$ cat config.mk
export PLATFORM = sky130hd
export DESIGN_NAME = exc_entry_seq
export DESIGN_NICKNAME = d
export VERILOG_FILES = /design/src/rtl/exc_entry_seq.sv
export SDC_FILE = /design/constraint.sdc
export NUM_CORES = 1
export LEC_CHECK = 0
export ABC_AREA = 1
export BUFFER_PORTS_ARGS = -buffer_cell sky130_fd_sc_hd__buf_2
export CORE_AREA = 2 2 104 106
export DETAILED_ROUTE_END_ITERATION = 6
export DIE_AREA = 0 0 106 108
export PLACE_DENSITY_LB_ADDON = 0.15
export RECOVER_POWER = 25
export REMOVE_ABC_BUFFERS = 1
export SETUP_SLACK_MARGIN = 0.2
export SLEW_MARGIN = 20
export SYNTH_ARGS = -nofsm -noshare
export SYNTH_HDL_FRONTEND = slang
export SYNTH_SLANG_ARGS = --single-unit
$ cat constraint.sdc
create_clock -name clk -period 2.8 [get_ports clk]
set_clock_uncertainty 0.2 [all_clocks]
set_input_delay 0.56 -clock clk [delete_from_list [all_inputs] [get_ports clk]]
set_output_delay 0.56 -clock clk [all_outputs]
set_load 0.005 [all_outputs]
$ cat src/rtl/exc_entry_seq.sv
module exc_entry_seq #(
  parameter int XW = 32,
  parameter logic [XW-1:0] OFF_IRQ = 'h10,
  parameter logic [XW-1:0] OFF_BRK = 'h18,
  parameter logic [XW-1:0] OFF_EXC = 'h20,
  parameter int DS_BIT = 12,
  parameter int ST_BIT = 10
) (
  input  logic          clk,
  input  logic          rst_n,
  input  logic          ev_valid,
  input  logic          ev_brk,
  input  logic          ev_mmu,
  input  logic          ev_hwx,
  input  logic          ev_irq,
  input  logic          mmu_prot,
  input  logic [1:0]    acc_kind,
  input  logic [4:0]    hwx_code,
  input  logic [XW-1:0] cur_pc,
  input  logic          in_dslot,
  input  logic          after_imm,
  input  logic          br_imm,
  input  logic [XW-1:0] br_tgt,
  input  logic [XW-1:0] vec_base,
  input  logic          stat_wr,
  input  logic [6:0]    stat_wdata,
  output logic          irq_ok,
  output logic          pc_wr,
  output logic [XW-1:0] pc_nxt,
  output logic          rf_wr,
  output logic [4:0]    rf_idx,
  output logic [XW-1:0] rf_data,
  output logic          syn_wr,
  output logic [XW-1:0] syn_val,
  output logic          btr_wr,
  output logic [XW-1:0] btr_val,
  output logic          resv_clr,
  output logic          fatal,
  output logic [6:0]    stat_o
);
  localparam int S_IE = 0, S_UM = 1, S_UMS = 2, S_VM = 3, S_VMS = 4, S_BIP = 5, S_EIP = 6;
  localparam logic [4:0] R_IRQ = 5'd14, R_BRK = 5'd16, R_EXC = 5'd17;
  localparam logic [1:0] K_STORE = 2'b01, K_FETCH = 2'b10;

  logic [6:0] st;
  logic       mmu_act;
  logic       sel_brk, sel_mmu, sel_hwx, sel_irq, mmu_go, take, exc_like;
  logic [4:0] mmu_code;

  assign irq_ok  = st[S_IE] & ~st[S_BIP] & ~st[S_EIP] & ~in_dslot & ~after_imm;
  assign sel_brk = ev_valid & ev_brk;
  assign sel_mmu = ev_valid & ev_mmu & ~ev_brk;
  assign sel_hwx = ev_valid & ev_hwx & ~ev_brk & ~ev_mmu;
  assign sel_irq = ev_valid & ev_irq & ~ev_brk & ~ev_mmu & ~ev_hwx & irq_ok;
  assign mmu_go  = sel_mmu & ~mmu_act;
  assign fatal   = sel_mmu & mmu_act;
  assign exc_like = mmu_go | sel_hwx;
  assign take    = sel_brk | exc_like | sel_irq;

  assign pc_wr    = take;
  assign rf_wr    = take;
  assign resv_clr = take;
  assign syn_wr   = exc_like;
  assign btr_wr   = exc_like & in_dslot;
  assign btr_val  = br_tgt;
  assign stat_o   = st;

  assign mmu_code = {3'b100, mmu_prot, acc_kind == K_FETCH};

  always_comb begin
    pc_nxt  = vec_base + OFF_EXC;
    rf_idx  = R_EXC;
    rf_data = cur_pc;
    if (sel_brk) begin
      pc_nxt  = vec_base + OFF_BRK;
      rf_idx  = R_BRK;
    end else if (sel_irq) begin
      pc_nxt  = vec_base + OFF_IRQ;
      rf_idx  = R_IRQ;
    end else if (sel_hwx) begin
      rf_data = cur_pc + XW'(4);
    end else if (in_dslot && br_imm) begin
      rf_data = cur_pc - XW'(8);
    end else if (in_dslot || after_imm) begin
      rf_data = cur_pc - XW'(4);
    end
  end

  always_comb begin
    syn_val = '0;
    syn_val[4:0] = sel_hwx ? hwx_code : mmu_code;
    syn_val[ST_BIT] = mmu_go && acc_kind == K_STORE;
    syn_val[DS_BIT] = in_dslot;
  end

  always_ff @(posedge clk) begin
    if (!rst_n) begin
      st      <= '0;
      mmu_act <= 1'b0;
    end else if (take) begin
      st[S_UMS] <= st[S_UM];
      st[S_VMS] <= st[S_VM];
      st[S_UM]  <= 1'b0;
      st[S_VM]  <= 1'b0;
      if (sel_irq)  st[S_IE]  <= 1'b0;
      if (sel_brk)  st[S_BIP] <= 1'b1;
      if (exc_like) st[S_EIP] <= 1'b1;
      if (mmu_go)   mmu_act   <= 1'b1;
    end else if (stat_wr) begin
      st <= stat_wdata;
      if (!stat_wdata[S_EIP]) mmu_act <= 1'b0;
    end
  end
endmodule

======== After elaboration in Yosys (flattened, before gate mapping) ========
Cells that the tools add are included.
storage, ports and cells
  flip-flop bits (word level) ............. 8
cells by class
  add/sub/neg operators ................... 6
  bitwise logic cells ..................... 30
  reductions and logical operators ........ 9
  mux-type cells .......................... 19
  eq/ne operators ......................... 7
operator list
  kind                   count
  $mux 32                7
  $add 32x5->32 const B  2
  $add 32x3->32 const B  1
  $add 32x6->32 const B  1
  $sub 32x3->32 const B  1
  $sub 32x4->32 const B  1
  $and 1x1->1            18
  $mux 5                 3
  $mux 7                 2
  $ne 2x1->1 const B     5
  $not 1->1              9
  $mux 1                 7
  $reduce_and 2->1       3
  $or 1x1->1             3
  $reduce_and 3->1       1
  $eq 2x1->1 const B     1
  $eq 2x2->1 const B     1
  $logic_and 1x1->1      2
  $reduce_bool 2->1      1
  $reduce_or 2->1        1
  $logic_or 1x1->1       1

======== Logic depth before layout (Yosys ltp) ========
  depth after elaboration ................. 9
  depth in mapped cells ................... 12
  depth with buffers taken out ............ 12

======== Worst setup path after synthesis ========
No wires, ideal clock.
  kind .................................... input port to output port
  from .................................... in vec_base[4]
  to ...................................... out pc_nxt[16]
  slack ................................... 0.409 ns
  path buffers ............................ 0
  cell stages on the path ................. 11
  arrival ................................. 1.631 ns
  path through ............................ inv_1 -> ha_1 -> nand2_1 -> nand2_1 -> nand3_1 -> nand2_1 -> inv_1 -> nor2_2 -> nand2_1 -> o21ai_1 -> nand2_1
between the ends
  longest elaborated chain between the ends .. 3
  elaborated cells between the ends (all ways) .. 5
  those cells by class .................... add/sub: 3; mux: 2
RTL lines
  what                                                   RTL line  text
  start, declared                                        24        input logic [XW-1:0] vec_base,
  $add 32x6->32 / $add 32x5->32 (equally long branches)  71, 78
  $mux 32                                                77        end else if (sel_irq) begin
  $mux 32 *                                              74        if (sel_brk) begin
  end, declared                                          29        output logic [XW-1:0] pc_nxt,
Every way passes the cells marked *; elsewhere a longest branch is shown, timed or not.

======== Final worst setup path ========
  from .................................... in ev_mmu
  to ...................................... out rf_data[15]
between the ends
  longest elaborated chain between the ends .. 6
  elaborated cells between the ends (all ways) .. 8
  those cells by class .................... mux: 3; bitwise: 5
RTL lines
  what                      RTL line  text
  start, declared           13        input logic ev_mmu,
  $not 1->1 *               53, 54
  $and 1x1->1 (3 in a row)  54        assign sel_irq = ev_valid & ev_irq & ~ev_brk & ~ev_mmu & ~ev_hwx & irq_ok;
  $mux 32 *                 77
  $mux 32 *                 74
  end, declared             32        output logic [XW-1:0] rf_data,
Marked as above.

==> summary.md <==
| Metric | Value |
|---|---|
| Status | `completed` |
| CTS Buf Count | `3` |
| Pwr Density | `159 nW/um^2` |
| Pleak | `around 3 nW` |
| Global-route wire length before repair | `22.3 mm` |
| Post-Route WL | `15.4 mm` |
| CP Max Fanout | `8` |
| FP Rows | `37` |
| Hold path endpoint | `mmu_act$_SDFFE_PN0P_` |
| Clock transition at the registers of the reported paths | `0.04 ns` |
| Die width | `106 um` |
| Number of flops mapped to enable cells by yosys | `0` |
| Syn. warnings | `0` |
| Hold Violations, Final | `0` |
| Most frequent cells in the layout | `nand2_1 (199), buf_2 (154), inv_1 (82)` |
| Starting Density | `38.0%` |
| Non-filler instance count after layout | `1067` |
| Met2 wire len | `6.80 mm` |
| Synth cell types | `38` |
| Core Area | `10200 sq um` |
| Endpoint type of the worst setup path | `output port` |
| RR Startpoint | `stat_o[5]$_SDFFE_PN0P_` |
| M1 WL | `6.31 mm` |
| HP Class | `reg2reg` |
| Filler cells | `between 1k and 1.5k` |
| Vias in the first global route | `between 4k and 5k` |
| Detailed-route DRC error count | `0` |
| Nets@finish | `approximately 1.1k` |
| R2R depth | `12` |
| WHS Path Cells | `2` |
| Routed wire per std cell | `14.4 um` |
| Total chip power | `922 uW` |
| Ys async rst share | `0%` |
| RSZ-0062 raised after global routing | `true` |
| CTS tree | `done` |
| Seq/Total Area, Yosys | `4.12%` |
| Layout cells sized above 1 | `42.2%` |
| FF-to-FF setup slack | `0.97 ns` |
| IO Count | `269` |
| GRT overflow | `0` |
| Port Buf Inserts | `approximately 170` |
| Final slew viol count | `0` |
| Final min period | `2.63 ns` |
| Via count | `5288` |
| Initial antenna violation count | `0` |
| FF/Latch Area | `160 sq um` |
| Fin Hold WS | `0.265 ns` |
| Post-place instance area | `4620 sq um` |
| Avg Cell Area, Syn | `slightly above 5 sq um` |
| Full die area | `about 11000 sq um` |
| HP Start | `mmu_act$_SDFFE_PN0P_` |
| Clock Path Buffers | `2` |
| Drt pass-1 iters | `5` |
| Initial drt markers | `179` |
| Maximum vdd drop | `0.292 mV` |
| Top_reg_cell synth | `dfxtp_1` |
| Sink Count | `8` |
| # setup viols final | `0` |
| Pin count of the biggest net entering global routing | `24` |
| Vias/cell | `4.96` |
| Yosys reg bits | `8` |
| DP HPWL | `approximately 12 mm` |
| Routed Antenna Nets | `0` |
| Syn Std Cell Area | `a little under 4000 sq um` |
| Htree depth | `1` |
| Highest routed layer | `met5` |
| Gate Count Post-Synth | `758` |
| Setup CP Type | `in2out` |
| Area of the multi-input gates | `~3500 sq um` |
| Max_cap viols | `0` |
| Setup TNS | `0 ns` |
| Root buffer cell | `clkbuf_8` |
| Antenna Cells | `0` |
| GP Congestion | `0.924` |
| Worst path arrival time | `roughly 1.9 ns` |
| WL met3 | `1.93 mm` |
| DIE HEIGHT | `108 um` |
| CP Launch Type | `input port` |
| Upper clock frequency limit | `380 MHz` |
| Tcrit/Tclk final | `93.9%` |
| Clock Latency Late Sink | `approximately 0.23 ns` |
| Placed cells | `1031` |
| Area grow syn2layout | `49.2%` |
| CP required | `2.04 ns` |
| Most common cell after layout, fill and taps aside | `nand2_1` |
| Finished layout cell area | `5800 sq um` |
| Reg-to-reg endpoint | `stat_o[5]$_SDFFE_PN0P_` |
| GRT Total Usage | `24.2%` |
## cell usage after synthesis, types with 2 or more instances
master | n | area share [%]
o21ai_1 | 5 | 0.64
inv_2 | 3 | 0.29
nand2_2 | 9 | 1.4
o21ai_0 | 15 | 1.9
nor2_2 | 9 | 1.4
mux2i_1 | 2 | 0.51
xnor2_1 | 9 | 2.0
nor3_1 | 13 | 1.7
ha_1 | 9 | 2.9
buf_4 | 69 | 13
buf_2 | 5 | 0.64
o21ai_2 | 2 | 0.45
inv_1 | 95 | 9.2
a21oi_1 | 19 | 2.4
nor2_1 | 110 | 11
o22ai_1 | 3 | 0.48
xor2_1 | 19 | 4.3
nand4_1 | 29 | 4.7
buf_6 | 4 | 1.2
nand3b_1 | 12 | 2.3
nor2_4 | 2 | 0.58
dfxtp_1 | 8 | 4.1
nand3_1 | 56 | 7.2
clkbuf_1 | 2 | 0.19
nor3_2 | 2 | 0.51
nand2_1 | 235 | 23
## sequential cells by signal, summed over array words and instances, names as in the netlist
register,count
mmu_act,1
stat_o,7
## layer usage
layer  vias to the layer above  global-route usage (%)
li1                       2647                       -
met1                      2340                    30.4
met2                       271                    37.7
met3                        28                    10.3
met4                         2                    6.20
met5                         -                    4.02
## worst max path at each step
stage | startpoint | endpoint | slack [ns] | cells past startpoint
floorplan | ev_hwx | rf_data[26] | 0.20 | 8
global placement | cur_pc[4] | rf_data[27] | 0.02 | 10
detailed placement | cur_pc[2] | rf_data[26] | 0.001 | 12
CTS | vec_base[4] | pc_nxt[27] | 0.13 | 13
global route | cur_pc[8] | rf_data[24] | 0.08 | 11
finish | ev_mmu | rf_data[15] | 0.17 | 10
## worst max-delay path, stage by stage
cell and delay (ns):
buf_4 0.13, nor2_4 0.13, nand2_4 0.11, buf_12 0.16
buf_4 0.16, nand2_4 0.07, nand2_4 0.06, nor2_2 0.11
xor2_1 0.21, buf_2 0.15
## layout make-up
cell class | count | share of cell area (%)
repair buffers | 226 | 26.0
flip-flops and latches | 8 | 2.76
clock buffers | 3 | 0.712
well taps | 136 | 2.93
multi-input cells | 596 | 60.9
inverters | 98 | 6.73
## power breakdown
part / total [mW] / switching, mW / internal (mW)
sequential: 0.127 / 0.00494 / 0.122
clock: 0.140 / 0.0463 / 0.0933
combinational: 0.655 / 0.374 / 0.281
## kinds of logic (layout without fill, tap and decap cells)
logic type,count (synthesis),after routing,share of synthesized area [%]
adders and majority gates,9,9,2.90
muxes,2,2,0.515
other,1,25,0.0965
buffers and inverters,178,327,24.8
DFF,8,8,4.12
xor gates and xnor gates,28,28,6.31
and+or+nand+nor,481,481,53.9
AOI/OAI and AO/OA,51,51,7.34
## repair_timing
| item | CTS | global route |
|---|---|---|
| cloned | 1 | 3 |
| resized for setup | 91 | 148 |
| endpoints found under the setup margin | 42 | 57 |
| setup buffers | 9 | 20 |
| endpoints found under the hold margin | 0 | 0 |
| pin swaps | 30 | 61 |
| hold buffers | 0 | 0 |
## per-stage QoR
stage               util (%)  worst slack [ns]
finish                  56.7             0.171
global route            56.7            0.0783
CTS                     49.7             0.129
detailed placement      45.1           0.00117
global placement        45.1            0.0192
floorplan                  -             0.199
(Power assumes the default switching activity.)
